`config.mk`:
```
export PLATFORM = sky130hd
export DESIGN_NAME = hz_ctrl
export DESIGN_NICKNAME = d
export VERILOG_FILES = /design/src/rtl/hz_pkg.sv /design/src/rtl/hz_src_match.sv /design/src/rtl/hz_operand_sel.sv /design/src/rtl/hz_load_use.sv /design/src/rtl/hz_store_bypass.sv /design/src/rtl/hz_ctrl.sv
export SDC_FILE = /design/constraint.sdc
export NUM_CORES = 1
export LEC_CHECK = 0
export BUFFER_PORTS_ARGS = -buffer_cell sky130_fd_sc_hd__buf_2
export CELL_PAD_IN_SITES_DETAIL_PLACEMENT = 0
export CELL_PAD_IN_SITES_GLOBAL_PLACEMENT = 1
export CORE_MARGIN = 3
export CORE_UTILIZATION = 22
export CTS_CLUSTER_DIAMETER = 150
export DETAILED_ROUTE_END_ITERATION = 8
export PLACE_DENSITY = 0.86
export SYNTH_ARGS = -nofsm -noshare
export SYNTH_HDL_FRONTEND = slang
export SYNTH_SLANG_ARGS = --single-unit
```
`constraint.sdc`:
```
create_clock -name clk -period 3.57 [get_ports clk]
set_input_delay 0.357 -clock clk [delete_from_list [all_inputs] [get_ports clk]]
set_output_delay 0.357 -clock clk [all_outputs]
set_load 0.1 [all_outputs]
```
`src/rtl/hz_pkg.sv`:
```
package hz_pkg;
  localparam int unsigned REG_AW = 5;

  typedef enum logic [1:0] {
    FWD_REG = 2'd0,
    FWD_MEM = 2'd1,
    FWD_WB  = 2'd2
  } fwd_sel_e;
endpackage

```
`src/rtl/hz_src_match.sv`:
```
// Compares one source index with one producer stage.
module hz_src_match #(
  parameter int unsigned AW = hz_pkg::REG_AW
) (
  input  logic          prod_valid,
  input  logic          prod_we,
  input  logic          prod_block,   // producer may not feed this path
  input  logic [AW-1:0] prod_rd,
  input  logic [AW-1:0] src,
  output logic          hit
);
  localparam logic [AW-1:0] ZERO_REG = '0;

  always_comb begin
    hit = prod_valid && prod_we && !prod_block &&
          (prod_rd != ZERO_REG) && (prod_rd == src);
  end
endmodule

```
`src/rtl/hz_operand_sel.sv`:
```
// Select for one execute operand; the memory stage has priority.
module hz_operand_sel
  import hz_pkg::*;
#(
  parameter int unsigned AW = REG_AW
) (
  input  logic          m_valid,
  input  logic          m_we,
  input  logic          m_is_load,
  input  logic [AW-1:0] m_rd,
  input  logic          w_valid,
  input  logic          w_we,
  input  logic [AW-1:0] w_rd,
  input  logic [AW-1:0] src,
  output fwd_sel_e      sel
);
  logic hit_m, hit_w;

  // A load in memory has no data yet; it never feeds execute.
  hz_src_match #(.AW(AW)) u_mem (
    .prod_valid(m_valid), .prod_we(m_we), .prod_block(m_is_load),
    .prod_rd(m_rd), .src(src), .hit(hit_m)
  );

  hz_src_match #(.AW(AW)) u_wb (
    .prod_valid(w_valid), .prod_we(w_we), .prod_block(1'b0),
    .prod_rd(w_rd), .src(src), .hit(hit_w)
  );

  always_comb begin
    if (hit_m)      sel = FWD_MEM;
    else if (hit_w) sel = FWD_WB;
    else            sel = FWD_REG;
  end
endmodule

```
`src/rtl/hz_load_use.sv`:
```
// Detects an ALU use of a load result one instruction behind the load.
module hz_load_use #(
  parameter int unsigned AW = hz_pkg::REG_AW
) (
  input  logic          d_valid,
  input  logic [AW-1:0] d_rs1,
  input  logic [AW-1:0] d_rs2,
  input  logic          d_is_store,
  input  logic          x_valid,
  input  logic          x_we,
  input  logic          x_is_load,
  input  logic [AW-1:0] x_rd,
  output logic          stall
);
  logic hit1, hit2;

  hz_src_match #(.AW(AW)) u_rs1 (
    .prod_valid(x_valid && d_valid), .prod_we(x_we), .prod_block(!x_is_load),
    .prod_rd(x_rd), .src(d_rs1), .hit(hit1)
  );

  // Store data is consumed in memory stage, so it is exempt here.
  hz_src_match #(.AW(AW)) u_rs2 (
    .prod_valid(x_valid && d_valid), .prod_we(x_we),
    .prod_block(!x_is_load || d_is_store),
    .prod_rd(x_rd), .src(d_rs2), .hit(hit2)
  );

  always_comb stall = hit1 || hit2;
endmodule

```
`src/rtl/hz_store_bypass.sv`:
```
// Registers the late store-data select one stage ahead of its use.
module hz_store_bypass #(
  parameter int unsigned AW = hz_pkg::REG_AW
) (
  input  logic          clk,
  input  logic          rst_n,
  input  logic          x_valid,
  input  logic          x_is_store,
  input  logic [AW-1:0] x_rs2,
  input  logic          m_valid,
  input  logic          m_we,
  input  logic          m_is_load,
  input  logic [AW-1:0] m_rd,
  output logic          st_data_sel
);
  logic pair_hit;

  hz_src_match #(.AW(AW)) u_pair (
    .prod_valid(m_valid && x_valid && x_is_store), .prod_we(m_we),
    .prod_block(!m_is_load), .prod_rd(m_rd), .src(x_rs2), .hit(pair_hit)
  );

  always_ff @(posedge clk or negedge rst_n) begin
    if (!rst_n) st_data_sel <= 1'b0;
    else        st_data_sel <= pair_hit;
  end
endmodule

```
`src/rtl/hz_ctrl.sv`:
```
module hz_ctrl
  import hz_pkg::*;
#(
  parameter int unsigned AW = REG_AW
) (
  input  logic          clk,
  input  logic          rst_n,
  input  logic          d_valid,
  input  logic [AW-1:0] d_rs1,
  input  logic [AW-1:0] d_rs2,
  input  logic          d_is_store,
  input  logic          x_valid,
  input  logic [AW-1:0] x_rd,
  input  logic          x_we,
  input  logic          x_is_load,
  input  logic          x_is_store,
  input  logic [AW-1:0] x_rs1,
  input  logic [AW-1:0] x_rs2,
  input  logic          m_valid,
  input  logic [AW-1:0] m_rd,
  input  logic          m_we,
  input  logic          m_is_load,
  input  logic          w_valid,
  input  logic [AW-1:0] w_rd,
  input  logic          w_we,
  output logic [1:0]    fwd_a_sel,
  output logic [1:0]    fwd_b_sel,
  output logic          st_data_sel,
  output logic          pc_hold,
  output logic          dec_hold,
  output logic          ex_bubble
);
  localparam int unsigned N_OPS = 2;

  logic [AW-1:0] x_src [N_OPS];
  fwd_sel_e      op_sel [N_OPS];
  logic          stall;

  assign x_src[0] = x_rs1;
  assign x_src[1] = x_rs2;

  for (genvar g = 0; g < N_OPS; g++) begin : g_op
    hz_operand_sel #(.AW(AW)) u_sel (
      .m_valid(m_valid), .m_we(m_we), .m_is_load(m_is_load), .m_rd(m_rd),
      .w_valid(w_valid), .w_we(w_we), .w_rd(w_rd),
      .src(x_src[g]), .sel(op_sel[g])
    );
  end

  assign fwd_a_sel = op_sel[0];
  assign fwd_b_sel = op_sel[1];

  hz_load_use #(.AW(AW)) u_lu (
    .d_valid(d_valid), .d_rs1(d_rs1), .d_rs2(d_rs2), .d_is_store(d_is_store),
    .x_valid(x_valid), .x_we(x_we), .x_is_load(x_is_load), .x_rd(x_rd),
    .stall(stall)
  );

  assign pc_hold   = stall;
  assign dec_hold  = stall;
  assign ex_bubble = stall;

  hz_store_bypass #(.AW(AW)) u_sb (
    .clk(clk), .rst_n(rst_n),
    .x_valid(x_valid), .x_is_store(x_is_store), .x_rs2(x_rs2),
    .m_valid(m_valid), .m_we(m_we), .m_is_load(m_is_load), .m_rd(m_rd),
    .st_data_sel(st_data_sel)
  );
endmodule

```
==> results of run 1 <==
per-stage QoR:
step           util [%]  cell area, µm²
6_report          38.17           779.5
5_1_grt           38.17           779.5
4_1_cts           38.17           779.5
3_5_place_dp      38.17           779.5
3_3_place_gp      38.17           779.5
2_1_floorplan         -           500.5
worst paths after layout:
check	from	slack, ns	to
min in group clk	x_valid	0.65	u_sb.st_data_sel
worst min-delay path	rst_n	0.13	u_sb.st_data_sel
worst max-delay path	m_rd[0]	1.14	fwd_a_sel[1]
max in group asynchronous	rst_n	3.35	u_sb.st_data_sel
critical path, delay by kind of cell:
| kind | cells | cell delay, ns |
|---|---|---|
| AO/OA/AOI/OAI | 1 | 0.20 |
| AND/OR/NAND/NOR | 3 | 0.92 |
| buffers and inverters | 2 | 0.58 |
report_power, final:
group	total, mW	switching (mW)	internal [mW]
Combinational	0.0777	0.0382	0.0395
Clock	0	0	0
Sequential	0.0116	0.00000298	0.0116
Total	0.0892	0.0382	0.0510
kinds of logic after synthesis:
| kind of cell | after synthesis |
|---|---|
| DFF | 1 |
| buffers and inverters | 5 |
| AOI/OAI and AO/OA | 4 |
| and+or+nand+nor | 19 |
| xor gates and xnor gates | 30 |
layer usage:
layer  routed length (µm)  track usage (%)  up-vias
li1                     -                -      315
met5                    0                0        -
met4                    0                0        0
met2                  905            23.67       31
met3                  150           0.2817        0
met1                  573            10.74      269
layout by cell type, fill, tap and decap left out:
| master | count |
|---|---|
| inv_1 | 1 |
| nor3_1 | 2 |
| xnor2_1 | 12 |
| and4_1 | 1 |
| nor4_2 | 2 |
| nand4_1 | 2 |
| xor2_1 | 18 |
| or4_4 | 1 |
| or3_1 | 1 |
| o211ai_1 | 2 |
| o2111ai_2 | 1 |
| nor4_1 | 3 |
| nand3_1 | 3 |
| dfrtp_1 | 1 |
| nor2_1 | 1 |
| buf_2 | 55 |
| a221oi_2 | 1 |
| or4_1 | 3 |
area by class of cell:
type | instances | area share, %
Tap cell | 27 | 4.334
Sequential cell | 1 | 3.210
Timing Repair Buffer | 55 | 35.31
Multi-Input combinational cell | 53 | 56.66
Inverter | 1 | 0.4815
==> impl_metrics.csv, run 1 <==
group,metric,value,unit
run_status,status,"finished clean",
layout,antenna_cells,0,
worst_setup_path,cp_slowest_cell,"or4_4",
synthesis,synth-simple-area-share,27.09,%
layout,largest_reg_flops,1,
synthesis,synthTopCellsByArea,"xor2_1 (32%), xnor2_1 (21%), buf_4 (6.1%), dfrtp_1 (5.1%), nor4_2 (5.1%)",
worst_setup_path,crit_chain,"buf_2, or4_4, o2111ai_2, nor4_1, nor4_2, buf_2",
clock_network,ctsHoldBuffers,0,
sta,fin_setup_tns,0,ns
die,row_count,16,
synthesis,synth.avg_cell_area,8.377,µm²
synthesis,synth-main-ff-cell,"dfrtp_1",
routing,via_per_inst,4.489,
layout,seqCellArea,25.02,µm²
sta,slew_viol_final,0,
synthesis,syn_area,494.2,µm²
global_route,grt_pass1_wl,2373,µm
layout,syn_to_final_growth,57.72,%
power,totalPowerFinal,89.24,µW
synthesis,synthMuxAreaShare,0,%
synthesis,async_reset_ff_share,100.0,%
worst_setup_path,cp_max_fo,3,
die,die_x,53.40,µm
routing,num_vias,615,
synthesis,ys_warn_count,0,
synthesis,synth_xor_area_share,53.16,%
synthesis,synth_cell_type_count,18,
die,dieHeight,53.40,µm
worst_setup_path,required,3.21,ns
place,io_buffer_count,55,
sta,max-slew-margin-rel,67.64,%
synthesis,synth_top_family_by_area,"XOR/XNOR gates",
worst_setup_path,cp.arrival,2.07,ns
layout,fillers,229,
global_route,grt_max_degree,5,
die,core-area,0.002042,mm²
place,dp_hpwl,1534,µm
layout,multi_input_area,441.7,µm²
sta,tightest_slew,0.4888,ns
sta,worst_slack,1.143,ns
worst_setup_path,crit_path_frequent_cell,"buf_2",
layout,largest_register,"u_sb.st_data_sel",
synthesis,yosysTopAreaCell,"xor2_1",
worst_setup_path,start_kind,"input pin",
clock_network,post_cts_buffers,0,
synthesis,synth_compound_area_share,7.848,%
die,start_util,24.20,%
global_route,grt_use_total,10.54,%
sta,clock.fmax,412.0,MHz
power,powerDensity,114.5,mW/mm²
layout,drive_gt1_share,54.55,%
power,irDropWorstVdd,0.03936,mV
global_route,gr-total-overflow,0,
synthesis,synth-edff-count,0,
job,cap_violations,0,
routing,drtPass1Iterations,2,
place,gp_routability_congestion,0.8411,
layout,reg_top3,"u_sb.st_data_sel (1)",
synthesis,seq_area_frac_synth,5.063,%
sta,finalSetupViolCount,0,
routing,postRouteAntennaNets,0,
clock_network,postCtsResizedCells,0,
place,dp_cells,137,
place,pre_cts_ws,1.140,ns
sta,period_minus_slack,2.427,ns
routing,wirelength,1629,µm
synthesis,synth-seq-cells,1,
synthesis,synth_fa_ha_area_share,0,%
worst_setup_path,worst-setup-path-type,"in -> out",
synthesis,synth_top_cell_area_share,31.90,%
synthesis,yosys-top-cells-count,"xor2_1 (18), xnor2_1 (12), buf_4 (4)",
worst_setup_path,cp_slowest_stage_delay,0.54,ns
layout,finalNonFillerCells,137,
sta,hold_viol,0,
sta,rsz0062_at_grt,"no",
routing,drtIter0Drc,1,
global_route,antenna_found_initial,0,
power,power.leakage,0.3723,nW
layout,nets,160,
sta,finalCritPeriodShare,67.99,%
worst_hold_path,min_path_type,"in -> async",
synthesis,syn_nets,107,
routing,wl_per_cell,11.89,µm
clock_network,clkTransAtPathRegs,0,ns
sta,hold_slack,0.1321,ns
worst_setup_path,endpoint_kind,"output pin",
synthesis,synth_cells,59,
routing,drt_drc_violations_left,0,
synthesis,yosysMostFrequentCell,"xor2_1",
global_route,grt_pass1_vias,615,
die,dieArea,0.002851,mm²
die,ios,56,
(Power assumes the default switching activity.)
==> run 2: changes to the inputs <==
- CORE_UTILIZATION: 22 -> 19
- PLACE_DENSITY: 0.86 -> 0.8
- clock period: 3.57 -> 2 ns (I/O delays scaled with it)
==> impl_metrics.csv, run 2 (same netlist as run 1, synthesis figures left out) <==
group,metric,value,unit
sta,period_minus_slack,1.877,ns
worst_setup_path,cp_max_fo,3,
job,cap_violations,0,
place,dp_cells,138,
global_route,gr-total-overflow,0,
worst_setup_path,required,1.80,ns
place,gp_routability_congestion,0.7926,
routing,wirelength,1661,µm
worst_setup_path,endpoint_kind,"output pin",
die,start_util,21.12,%
layout,drive_gt1_share,61.26,%
die,row_count,17,
die,core-area,0.002340,mm²
worst_hold_path,hold_start,"x_valid",
global_route,grt_use_total,9.824,%
sta,finalSetupViolCount,0,
layout,syn_to_final_growth,100.8,%
layout,antenna_cells,0,
global_route,grt_pass1_vias,666,
worst_hold_path,hold_end,"u_sb.st_data_sel",
worst_setup_path,cp.arrival,1.68,ns
global_route,antenna_found_initial,0,
worst_setup_path,crit_chain,"buf_2, or4_4, o2111ai_4, nor4_2, nor4_4, buf_12",
layout,layout_commonest_cell,"buf_2",
power,powerDensity,187.2,mW/mm²
place,io_buffer_count,55,
sta,hold_viol,0,
die,die_x,57,µm
worst_hold_path,min_path_type,"in -> reg",
layout,post-route-util,42.41,%
clock_network,post_cts_buffers,0,
routing,num_vias,636,
global_route,grt_max_degree,5,
layout,finalNonFillerCells,139,
global_route,grt_pass1_wl,2677,µm
clock_network,clkTransAtPathRegs,0,ns
routing,wl_per_cell,11.95,µm
layout,largest_register,"u_sb.st_data_sel",
run_status,status,"finished clean",
worst_setup_path,worst-setup-path-type,"in -> out",
routing,postRouteAntennaNets,0,
worst_hold_path,min_path_cells,3,
die,dieArea,0.003249,mm²
layout,nets,161,
sta,tightest_slew,0.5599,ns
die,dieHeight,57,µm
worst_setup_path,cp_slowest_cell,"or4_4",
sta,max-slew-margin-rel,62.36,%
worst_setup_path,cp_slowest_stage_delay,0.55,ns
die,ios,56,
layout,mostFrequentLayoutCells,"buf_2 (48), xor2_1 (18), xnor2_1 (9)",
clock_network,postCtsResizedCells,0,
place,dp_hpwl,1603,µm
power,irDropWorstVdd,0.09972,mV
worst_setup_path,start_kind,"input pin",
routing,via_per_inst,4.576,
sta,slew_viol_final,0,
sta,clock.fmax,532.8,MHz
routing,drtPass1Iterations,3,
routing,drt_drc_violations_left,0,
sta,rsz0062_at_grt,"no",
clock_network,ctsHoldBuffers,1,
layout,reg_top3,"u_sb.st_data_sel (1)",
sta,finalCritPeriodShare,93.85,%
power,power.leakage,0.4207,nW
layout,largest_reg_flops,1,
routing,drtIter0Drc,7,
==> run 2: cell types whose count changed in the layout (fill, tap and decap cells not counted), sizes merged <==
cell         previous run  this run
dlygate4sd3             0         1
==> run 2: critical path: cells and delay by family <==
kind	cells	cell delay, ns
and+or+nand+nor	3	0.88
buffers and inverters	2	0.33
AOI/OAI and AO/OA	1	0.25
==> run 2: final cells by class <==
cell class / instances / area, µm²
fill: 226 / 1348
multi-input combinational: 53 / 538.0
timing repair buffer: 56 / 390.4
tap: 28 / 35.03
sequential: 1 / 25.02
inverter: 1 / 3.754
==> run 2: per-layer routing <==
layer	GRT usage, %	share of wire, %	vias to the layer above
met3	1.584	12	0
met1	10.70	36	277
met5	0	0	-
li1	-	-	318
met2	20.55	52	41
met4	0	0	0
==> run 2: how the worst max path moves through the flow <==
stage,from,end,cells past startpoint
detailed placement,m_rd[0],fwd_a_sel[1],6
floorplan,x_rd[1],ex_bubble,5
global placement,m_rd[0],fwd_a_sel[1],6
CTS,m_rd[0],fwd_a_sel[1],6
global route,m_rd[0],fwd_a_sel[1],6
finish,m_rd[0],fwd_a_sel[1],6
==> run 2: power breakdown <==
group / internal [mW] / switching, mW
sequential: 0.0206 / 0.00000667
combinational: 0.0819 / 0.0833
clock: 0 / 0
==> run 2: through the flow <==
step	hold slack [ns]	power [mW]	TNS (ns)	worst slack, ns	area [µm²]
finish	0.4753	0.1858	0	0.1230	992.2
global route	0.5112	0.2011	0	0.08524	992.2
floorplan	-0.09559	0.1036	-1.100	-0.2985	621.8
CTS	0.4841	0.1881	0	0.1224	992.2
detailed placement	-0.01820	0.1858	0	0.1236	982.2
global placement	-0.02416	0.1833	0	0.1457	982.2
